--- src/rtl/gpio_rdom_pkg.sv ---
package gpio_rdom_pkg;

   // decoded reset events for one cycle
   typedef struct packed {
      logic broad;   // power-good loss, system reset or matching reset-control code
      logic susp;    // suspend-well reset
   } rst_evt_t;

   function automatic logic code_hit(input logic [7:0] d,
                                     input logic [7:0] a,
                                     input logic [7:0] b);
      return (d == a) || (d == b);
   endfunction

endpackage

--- src/rtl/gpio_rdom_rstdec.sv ---
module gpio_rdom_rstdec
   import gpio_rdom_pkg::*;
#(
   parameter logic [7:0] RCTL_CODE_A = 8'h06,
   parameter logic [7:0] RCTL_CODE_B = 8'h0E
) (
   input  logic       pwrok_fall_i,
   input  logic       rstctl_we_i,
   input  logic [7:0] rstctl_data_i,
   input  logic       sys_rst_i,
   input  logic       susp_rst_i,
   output rst_evt_t   evt_o
);

   logic rctl_hit;

   always_comb begin
      rctl_hit    = rstctl_we_i & code_hit(rstctl_data_i, RCTL_CODE_A, RCTL_CODE_B);
      evt_o.broad = pwrok_fall_i | sys_rst_i | rctl_hit;
      evt_o.susp  = susp_rst_i;
   end

endmodule

--- src/rtl/gpio_rdom_sync.sv ---
module gpio_rdom_sync #(
   parameter int DW     = 32,
   parameter int STAGES = 2
) (
   input  logic          clk,
   input  logic          rst_n,
   input  logic [DW-1:0] d_i,
   output logic [DW-1:0] q_o
);

   generate
      if (STAGES == 0) begin : g_bypass
         assign q_o = d_i;
      end else begin : g_chain
         logic [DW-1:0] stg_q [STAGES];

         always_ff @(posedge clk or negedge rst_n) begin
            if (!rst_n) begin
               for (int s = 0; s < STAGES; s++) stg_q[s] <= '0;
            end else begin
               stg_q[0] <= d_i;
               for (int s = 1; s < STAGES; s++) stg_q[s] <= stg_q[s-1];
            end
         end

         assign q_o = stg_q[STAGES-1];
      end
   endgenerate

endmodule

--- src/rtl/gpio_rdom_rsel.sv ---
module gpio_rdom_rsel #(
   parameter int            DW    = 32,
   parameter logic [DW-1:0] WMASK = 32'hFF00_FF00,
   parameter logic [DW-1:0] INIT  = 32'h0100_0000
) (
   input  logic          clk,
   input  logic          rst_n,
   input  logic          susp_i,
   input  logic          wr_en_i,
   input  logic [DW-1:0] wdata_i,
   output logic [DW-1:0] rsel_o
);

   localparam logic [DW-1:0] RST_VAL = INIT & WMASK;

   logic [DW-1:0] sel_q;
   logic [DW-1:0] sel_d;

   always_comb begin
      sel_d = sel_q;
      if (wr_en_i) sel_d = wdata_i;
      if (susp_i)  sel_d = RST_VAL;   // clear beats write
   end

   always_ff @(posedge clk or negedge rst_n) begin
      if (!rst_n) sel_q <= RST_VAL;
      else        sel_q <= sel_d & WMASK;
   end

   assign rsel_o = sel_q;

endmodule

--- src/rtl/gpio_rdom_lvl.sv ---
module gpio_rdom_lvl
   import gpio_rdom_pkg::*;
#(
   parameter int            DW        = 32,
   parameter logic [DW-1:0] IMPL_MASK = 32'h0000_0F0F,
   parameter logic [DW-1:0] LVL_INIT  = 32'h0000_00C0
) (
   input  logic          clk,
   input  logic          rst_n,
   input  rst_evt_t      evt_i,
   input  logic          wr_en_i,
   input  logic [DW-1:0] wdata_i,
   input  logic [DW-1:0] rsel_i,
   input  logic [DW-1:0] gpio_mode_i,
   input  logic [DW-1:0] dir_out_i,
   output logic [DW-1:0] lat_o,
   output logic [DW-1:0] pin_o,
   output logic [DW-1:0] pin_oe_o
);

   localparam logic [DW-1:0] RST_VAL = LVL_INIT & IMPL_MASK;

   logic [DW-1:0] lat_q;
   logic [DW-1:0] lat_d;
   logic [DW-1:0] clr;

   genvar i;
   generate
      for (i = 0; i < DW; i++) begin : g_bit
         // a suspend reset always clears; a broad event clears only broad-domain pins
         assign clr[i]   = evt_i.susp | (evt_i.broad & ~rsel_i[i]);
         assign lat_d[i] = clr[i]  ? LVL_INIT[i] :
                           wr_en_i ? wdata_i[i]  : lat_q[i];
         assign pin_oe_o[i] = IMPL_MASK[i] & gpio_mode_i[i] & dir_out_i[i];
         assign pin_o[i]    = lat_q[i] & pin_oe_o[i];
      end
   endgenerate

   always_ff @(posedge clk or negedge rst_n) begin
      if (!rst_n) lat_q <= RST_VAL;
      else        lat_q <= lat_d & IMPL_MASK;
   end

   assign lat_o = lat_q;

endmodule

--- src/rtl/gpio_rdom_bank.sv ---
module gpio_rdom_bank
   import gpio_rdom_pkg::*;
#(
   parameter int             DW          = 32,
   parameter int             AW          = 4,
   parameter logic [AW-1:0]  LVL_ADDR    = 4'd0,
   parameter logic [AW-1:0]  RSEL_ADDR   = 4'd1,
   parameter logic [DW-1:0]  IMPL_MASK   = 32'h0000_0F0F,
   parameter logic [DW-1:0]  RSEL_WMASK  = 32'hFF00_FF00,
   parameter logic [DW-1:0]  LVL_INIT    = 32'h0000_00C0,
   parameter logic [DW-1:0]  RSEL_INIT   = 32'h0100_0000,
   parameter int             SYNC_STAGES = 2,
   parameter logic [7:0]     RCTL_CODE_A = 8'h06,
   parameter logic [7:0]     RCTL_CODE_B = 8'h0E
) (
   input  logic          clk,
   input  logic          rst_n,
   input  logic          bus_sel_i,
   input  logic          bus_wr_i,
   input  logic [AW-1:0] bus_addr_i,
   input  logic [DW-1:0] bus_wdata_i,
   output logic [DW-1:0] bus_rdata_o,
   input  logic          pwrok_fall_i,
   input  logic          rstctl_we_i,
   input  logic [7:0]    rstctl_data_i,
   input  logic          sys_rst_i,
   input  logic          susp_rst_i,
   input  logic [DW-1:0] gpio_mode_i,
   input  logic [DW-1:0] dir_out_i,
   input  logic [DW-1:0] pin_i,
   output logic [DW-1:0] pin_o,
   output logic [DW-1:0] pin_oe_o
);

   localparam int MAX_SYNC = 4;

   // elaboration-time parameter checks
   generate
      if (DW < 1) begin : g_bad_dw
         $error("gpio_rdom_bank: DW must be at least 1");
      end
      if (SYNC_STAGES < 0 || SYNC_STAGES > MAX_SYNC) begin : g_bad_sync
         $error("gpio_rdom_bank: SYNC_STAGES out of range");
      end
      if (LVL_ADDR == RSEL_ADDR) begin : g_bad_addr
         $error("gpio_rdom_bank: register addresses collide");
      end
   endgenerate

   rst_evt_t      evt;
   logic          wr_lvl;
   logic          wr_rsel;
   logic [DW-1:0] lat_q;
   logic [DW-1:0] rsel_q;
   logic [DW-1:0] pin_sync;

   assign wr_lvl  = bus_sel_i & bus_wr_i & (bus_addr_i == LVL_ADDR);
   assign wr_rsel = bus_sel_i & bus_wr_i & (bus_addr_i == RSEL_ADDR);

   gpio_rdom_rstdec #(
      .RCTL_CODE_A (RCTL_CODE_A),
      .RCTL_CODE_B (RCTL_CODE_B)
   ) u_rstdec (
      .pwrok_fall_i  (pwrok_fall_i),
      .rstctl_we_i   (rstctl_we_i),
      .rstctl_data_i (rstctl_data_i),
      .sys_rst_i     (sys_rst_i),
      .susp_rst_i    (susp_rst_i),
      .evt_o         (evt)
   );

   gpio_rdom_rsel #(
      .DW    (DW),
      .WMASK (RSEL_WMASK),
      .INIT  (RSEL_INIT)
   ) u_rsel (
      .clk     (clk),
      .rst_n   (rst_n),
      .susp_i  (evt.susp),
      .wr_en_i (wr_rsel),
      .wdata_i (bus_wdata_i),
      .rsel_o  (rsel_q)
   );

   gpio_rdom_lvl #(
      .DW        (DW),
      .IMPL_MASK (IMPL_MASK),
      .LVL_INIT  (LVL_INIT)
   ) u_lvl (
      .clk         (clk),
      .rst_n       (rst_n),
      .evt_i       (evt),
      .wr_en_i     (wr_lvl),
      .wdata_i     (bus_wdata_i),
      .rsel_i      (rsel_q),
      .gpio_mode_i (gpio_mode_i),
      .dir_out_i   (dir_out_i),
      .lat_o       (lat_q),
      .pin_o       (pin_o),
      .pin_oe_o    (pin_oe_o)
   );

   gpio_rdom_sync #(
      .DW     (DW),
      .STAGES (SYNC_STAGES)
   ) u_sync (
      .clk   (clk),
      .rst_n (rst_n),
      .d_i   (pin_i),
      .q_o   (pin_sync)
   );

   always_comb begin
      bus_rdata_o = '0;
      if (bus_sel_i) begin
         if (bus_addr_i == LVL_ADDR)       bus_rdata_o = pin_sync & IMPL_MASK;
         else if (bus_addr_i == RSEL_ADDR) bus_rdata_o = rsel_q;
      end
   end

endmodule

--- config.mk ---
export PLATFORM = sky130hd
export DESIGN_NAME = gpio_rdom_bank
export DESIGN_NICKNAME = d
export VERILOG_FILES = /design/src/rtl/gpio_rdom_pkg.sv /design/src/rtl/gpio_rdom_rstdec.sv /design/src/rtl/gpio_rdom_sync.sv /design/src/rtl/gpio_rdom_rsel.sv /design/src/rtl/gpio_rdom_lvl.sv /design/src/rtl/gpio_rdom_bank.sv
export SDC_FILE = /design/constraint.sdc
export NUM_CORES = 1
export LEC_CHECK = 0
export CAP_MARGIN = 20
export CELL_PAD_IN_SITES_DETAIL_PLACEMENT = 0
export CELL_PAD_IN_SITES_GLOBAL_PLACEMENT = 2
export CORE_MARGIN = 2
export CORE_UTILIZATION = 14
export DETAILED_ROUTE_END_ITERATION = 7
export PLACE_DENSITY_LB_ADDON = 0.08
export SETUP_SLACK_MARGIN = 0.2
export SLEW_MARGIN = 5
export SYNTH_ARGS = -nofsm -noshare
export SYNTH_HDL_FRONTEND = slang
export SYNTH_SLANG_ARGS = --single-unit
export TNS_END_PERCENT = 30
--- constraint.sdc ---
create_clock -name clk -period 4.38 [get_ports clk]
set_input_delay 1.314 -clock clk [delete_from_list [all_inputs] [get_ports clk]]
set_output_delay 1.314 -clock clk [all_outputs]
set_load 0.02 [all_outputs]
Word-level counts from Yosys, hierarchy flattened
Index checks and enable logic that the tools add are counted.

Multiplexer cells: 21. Equal/unequal tests: 3. Reduce and logical (&&, ||, !) cells: 8. Bitwise gates (word level): 35.

Operators with widths (number): 32-bit two-way mux (5); 1-bit AND (24); 1-bit two-way mux (16); 2-bit nonzero test (6); 8-bit by 3-bit equality test with 1-bit output, second input constant (1); 8-bit by 4-bit equality test with 1-bit output, second input constant (1); 1-bit OR (7); 4-bit by 1-bit equality test with 1-bit output, second input constant (1); 4-bit logical NOT (1); 1-bit inverter (4); 1-bit logical OR (1).

Output and inout port bits: 96. Input bits: 148. Word-level logic and storage cells: 78. Bits in registers: 48.

Depth between registers and ports, before layout
Depth after elaboration: 7. Depth in mapped cells: 4. Mapped depth without buffers: 3.

Hierarchy
From an unflattened synthesis, not the netlist that was laid out.

Cell total of the unflattened synthesis: 343. Area total of the unflattened synthesis: 4051.4 um^2.

By module, submodules not included: gpio_rdom_sync (cells each 96, sequential area each 1601.5 um^2, area each 1841.8 um^2, instances 1); gpio_rdom_lvl (cells each 123, sequential area each 200.2 um^2, area each 1029.7 um^2, instances 1); gpio_rdom_rsel (cells each 69, sequential area each 401.6 um^2, area each 787.0 um^2, instances 1); gpio_rdom_bank (cells each 51, sequential area each 0.0 um^2, area each 351.6 um^2, instances 1); gpio_rdom_rstdec (cells each 4, sequential area each 0.0 um^2, area each 41.3 um^2, instances 1).

Least setup slack after synthesis
Ideal clock, no wire load.

Path kind: input port to output port. From: input port bus_addr_i[1]. To: output port bus_rdata_o[24]. Setup slack: 0.519 ns. Data required time: 3.066 ns. Cell stages on the path: 3. Buffers on the path: 1. Arrival: 2.547 ns. Cell sequence: or4b_4 -> clkbuf_1 -> nor3_1.

Longest elaborated chain between the ends: 4. Elaborated cells between the ends (all ways): 5. Those cells by class: 1 x eq/ne; 3 x mux; 1 x reduce/logical.

RTL lines: start, declared (line gpio_rdom_bank.sv:20) `input logic [AW-1:0] bus_addr_i,`; 4-bit by 1-bit equality test with 1-bit output (line gpio_rdom_bank.sv:117) `else if (bus_addr_i == RSEL_ADDR) bus_rdata_o = rsel_q;`; 32-bit two-way mux (line gpio_rdom_bank.sv:117); 32-bit two-way mux (*) (line gpio_rdom_bank.sv:116) `if (bus_addr_i == LVL_ADDR) bus_rdata_o = pin_sync & IMPL_MASK;`; 32-bit two-way mux (*) (line gpio_rdom_bank.sv:115) `if (bus_sel_i) begin`; end, declared (line gpio_rdom_bank.sv:22) `output logic [DW-1:0] bus_rdata_o,`.

Every way passes the cells marked *; elsewhere a longest branch is shown, timed or not.

Worst setup path after layout
From: input port bus_addr_i[3]. To: output port bus_rdata_o[31].

The elaborated chain is that of the path after synthesis.

==> results.json <==
{
  "grt_pass1_vias": 1634,
  "cts_setup_buffers": 0,
  "ys.flop_type": "dfrtp_1",
  "slowest_stage": "clkdlybuf4s50_1",
  "slowest_delay_ns": 0.42,
  "ios": 244,
  "wl_per_cell_um": 13.0,
  "worst_pin_slew_ns": 1.04,
  "synth_warnings": 0,
  "grt.total_usage_pct": 7.67,
  "synth_seq_area_share_pct": 46.7,
  "arrival_ns": 2.86,
  "place_area_sq_um": 3190,
  "grt_overflow_total": 0,
  "ys_ff_latch": 40,
  "area_growth_pct": 55.2,
  "reg2regPathDepth": 2,
  "required_ns": 3.07,
  "final_net_count": 459,
  "cap_violations": 0,
  "hold_end": "u_sync.q_o[3]",
  "viasPerCell": 3.50,
  "fin_crit_ns": 4.18,
  "core-area_sq_um": 15100,
  "final_area_sq_um": 3330,
  "cts-hold-fix-buffers": 0,
  "synth_area_sq_um": 2150,
  "ir_drop_mv": 0.121,
  "slew_violations": 0,
  "numCtsBuffers": 5,
  "fmax_ghz": 0.239,
  "synthesis.instances": 203,
  "grt_pass1_wl_mm": 9.39,
  "clock_latency_ns": 0.28,
  "route.detailed.drc": 0,
  "power_frac_seq_pct": 39.8,
  "die_y_um": 128,
  "fin_cells": 500,
  "status": "finished clean",
  "post-dp-hpwl_mm": 4.76,
  "dieWidth_um": 128,
  "power_frac_comb_pct": 16.8,
  "cp_num_buf_inv": 4,
  "crit_fanout": 16,
  "regToRegEndpoint": "u_rsel.rsel_o[24]",
  "clkPwrFrac_pct": 43.4,
  "p_sw_mw": 0.241,
  "dp.cells": 491,
  "synth_edf_count": 0,
  "cts_tree": "yes",
  "power_density_nw_per_um2": 287,
  "drt_first_pass_iters": 4,
  "criticalPathCategory": "in -> out",
  "setup_ws_ns": 0.203,
  "rows": 45,
  "gp_congestion": 0.618,
  "h-tree-depth": 2,
  "diodes": 0,
  "synth_cell_types": 26,
  "regToRegSetupSlack_ns": 3.62,
  "cts-root-buf": "clkbuf_16",
  "port_buffers": 98,
  "finalSetupViolCount": 0,
  "period_share_pct": 95.4,
  "max_slew_margin_pct": 30.7,
  "fin_skew_ns": 0.000323,
  "path_clk_slew_ns": 0.06,
  "cts_buffer_depth": 2,
  "cp-start-kind": "primary input",
  "ant_nets": 0,
  "hold_path_class": "reg -> reg",
  "hold_viol_final": 0,
  "drt_iter0_markers": 44,
  "die_area_sq_um": 16300,
  "internal_power_mw": 0.715,
  "antenna_found_initial": 0,
  "hold_depth": 0,
  "grt_max_degree": 41,
  "rsz0062_at_grt": "true",
  "crit_path_end_kind": "output port",
  "reg2reg_from": "u_rsel.rsel_o[24]",
  "cellLeakagePower_nw": 1.58,
  "worstPathCellList": "clkdlybuf4s50_1 -> buf_4 -> nor4b_4 -> buf_12 -> and3_1 -> dlygate4sd2_1",
  "async_flop_share_pct": 100,
  "path_delay_family": "buffers and inverters",
  "place_ws_ns": -0.376,
  "p_sw_share_pct": 25.2,
  "clock-sinks": 40,
  "drive_gt1_share_pct": 11.5,
  "avgSynthCellArea_sq_um": 10.6,
  "vias": 1748,
  "hold_start": "u_sync.g_chain.stg_q[35]",
  "finalWirelength_mm": 6.51,
  "initial_core_util_pct": 14.2
}
worst max path at each step:
stage | slack, ns | end | from | cells past startpoint
floorplan | 0.52 | bus_rdata_o[24] | bus_addr_i[1] | 3
global placement | -0.37 | bus_rdata_o[11] | bus_addr_i[1] | 5
detailed placement | -0.38 | bus_rdata_o[11] | bus_addr_i[1] | 5
CTS | 0.06 | bus_rdata_o[8] | bus_sel_i | 6
global route | 0.13 | bus_rdata_o[0] | bus_addr_i[3] | 6
finish | 0.20 | bus_rdata_o[31] | bus_addr_i[3] | 6
final cells by class:
cell class | count | area, sq um
clock buffer | 6 | 129
clock inverter | 2 | 35.0
fill | 1661 | 11800
inverter | 2 | 7.51
multi-input combinational | 153 | 887
sequential | 40 | 1000
tap | 188 | 235
timing repair buffer | 109 | 1030
flip-flops by register name, summed over array words and instances (netlist names):
register              flops
u_lvl.lat_o               8
u_rsel.rsel_o            16
u_sync.g_chain.stg_q      8
u_sync.q_o                8
stage by stage:
step	hold WS, ns	TNS [ns]	power (mW)	util, %
CTS	0.351	0	0.974	22.0
floorplan	0.331	0	0.497	-
finish	0.348	0	0.956	22.1
global placement	0.333	-3.14	0.548	21.1
detailed placement	0.336	-3.15	0.548	21.1
global route	0.357	0	1.00	22.1
placed cells by master, fill, tap and decap left out, types with 2 or more instances in the layout:
| cell type | netlist | routed |
|---|---|---|
| clkdlybuf4s50_1 | 0 | 76 |
| conb_1 | 1 | 60 |
| dfrtp_1 | 39 | 39 |
| and3_1 | 23 | 23 |
| a22o_1 | 19 | 19 |
| buf_4 | 60 | 12 |
| dlygate4sd2_1 | 0 | 11 |
| a21oi_1 | 9 | 9 |
| and2_1 | 8 | 8 |
| nand2b_1 | 6 | 6 |
| clkbuf_16 | 0 | 5 |
| nor3_1 | 5 | 4 |
| a211oi_1 | 4 | 4 |
| nand3_1 | 4 | 4 |
| o21ai_0 | 4 | 4 |
| clkbuf_2 | 0 | 4 |
| buf_2 | 0 | 3 |
| inv_1 | 2 | 2 |
| buf_12 | 0 | 2 |
layer usage:
metal,track usage (%),routed length [um],vias to the layer above
met1,9.86,2760,825
li1,-,-,814
met2,12.0,2970,104
met5,0,0,-
met4,1.94,46,0
met3,3.09,738,5
what timing repair did:
item / CTS / global route
gates cloned: 0 / 0
gates resized for setup: 40 / 12
setup endpoints to repair: 20 / 19
hold endpoints to repair: 0 / 0
power by group through the flow:
stage	registers, mW	logic (mW)	clock network, mW
finish	0.380	0.161	0.415
global route	0.381	0.173	0.446
CTS	0.380	0.160	0.433
detailed placement	0.387	0.160	0
global placement	0.387	0.161	0
floorplan	0.387	0.110	0
synthesized netlist by cell type (2+ instances only):
cell type | n | share of area [%]
nand2b_1 | 6 | 1.7
o21ai_0 | 4 | 0.93
and2_1 | 8 | 2.3
nand3_1 | 4 | 0.93
nor2_1 | 2 | 0.35
clkbuf_1 | 6 | 1.0
dfrtp_1 | 39 | 45
and3_1 | 23 | 6.7
buf_4 | 60 | 21
a22o_1 | 19 | 7.8
a211oi_1 | 4 | 1.4
nor3_1 | 5 | 1.2
a21oi_1 | 9 | 2.1
inv_1 | 2 | 0.35
logic make-up (layout without fill, tap and decap cells):
| family | Yosys count | count (layout) | share of synthesized area (%) |
|---|---|---|---|
| compound gates | 38 | 38 | 13.0 |
| buf+inv | 69 | 119 | 22.9 |
| flops | 40 | 40 | 46.7 |
| other cells | 1 | 60 | 0.175 |
| simple gates | 55 | 55 | 17.2 |
No activity file was read; power rests on OpenSTA's default activity.
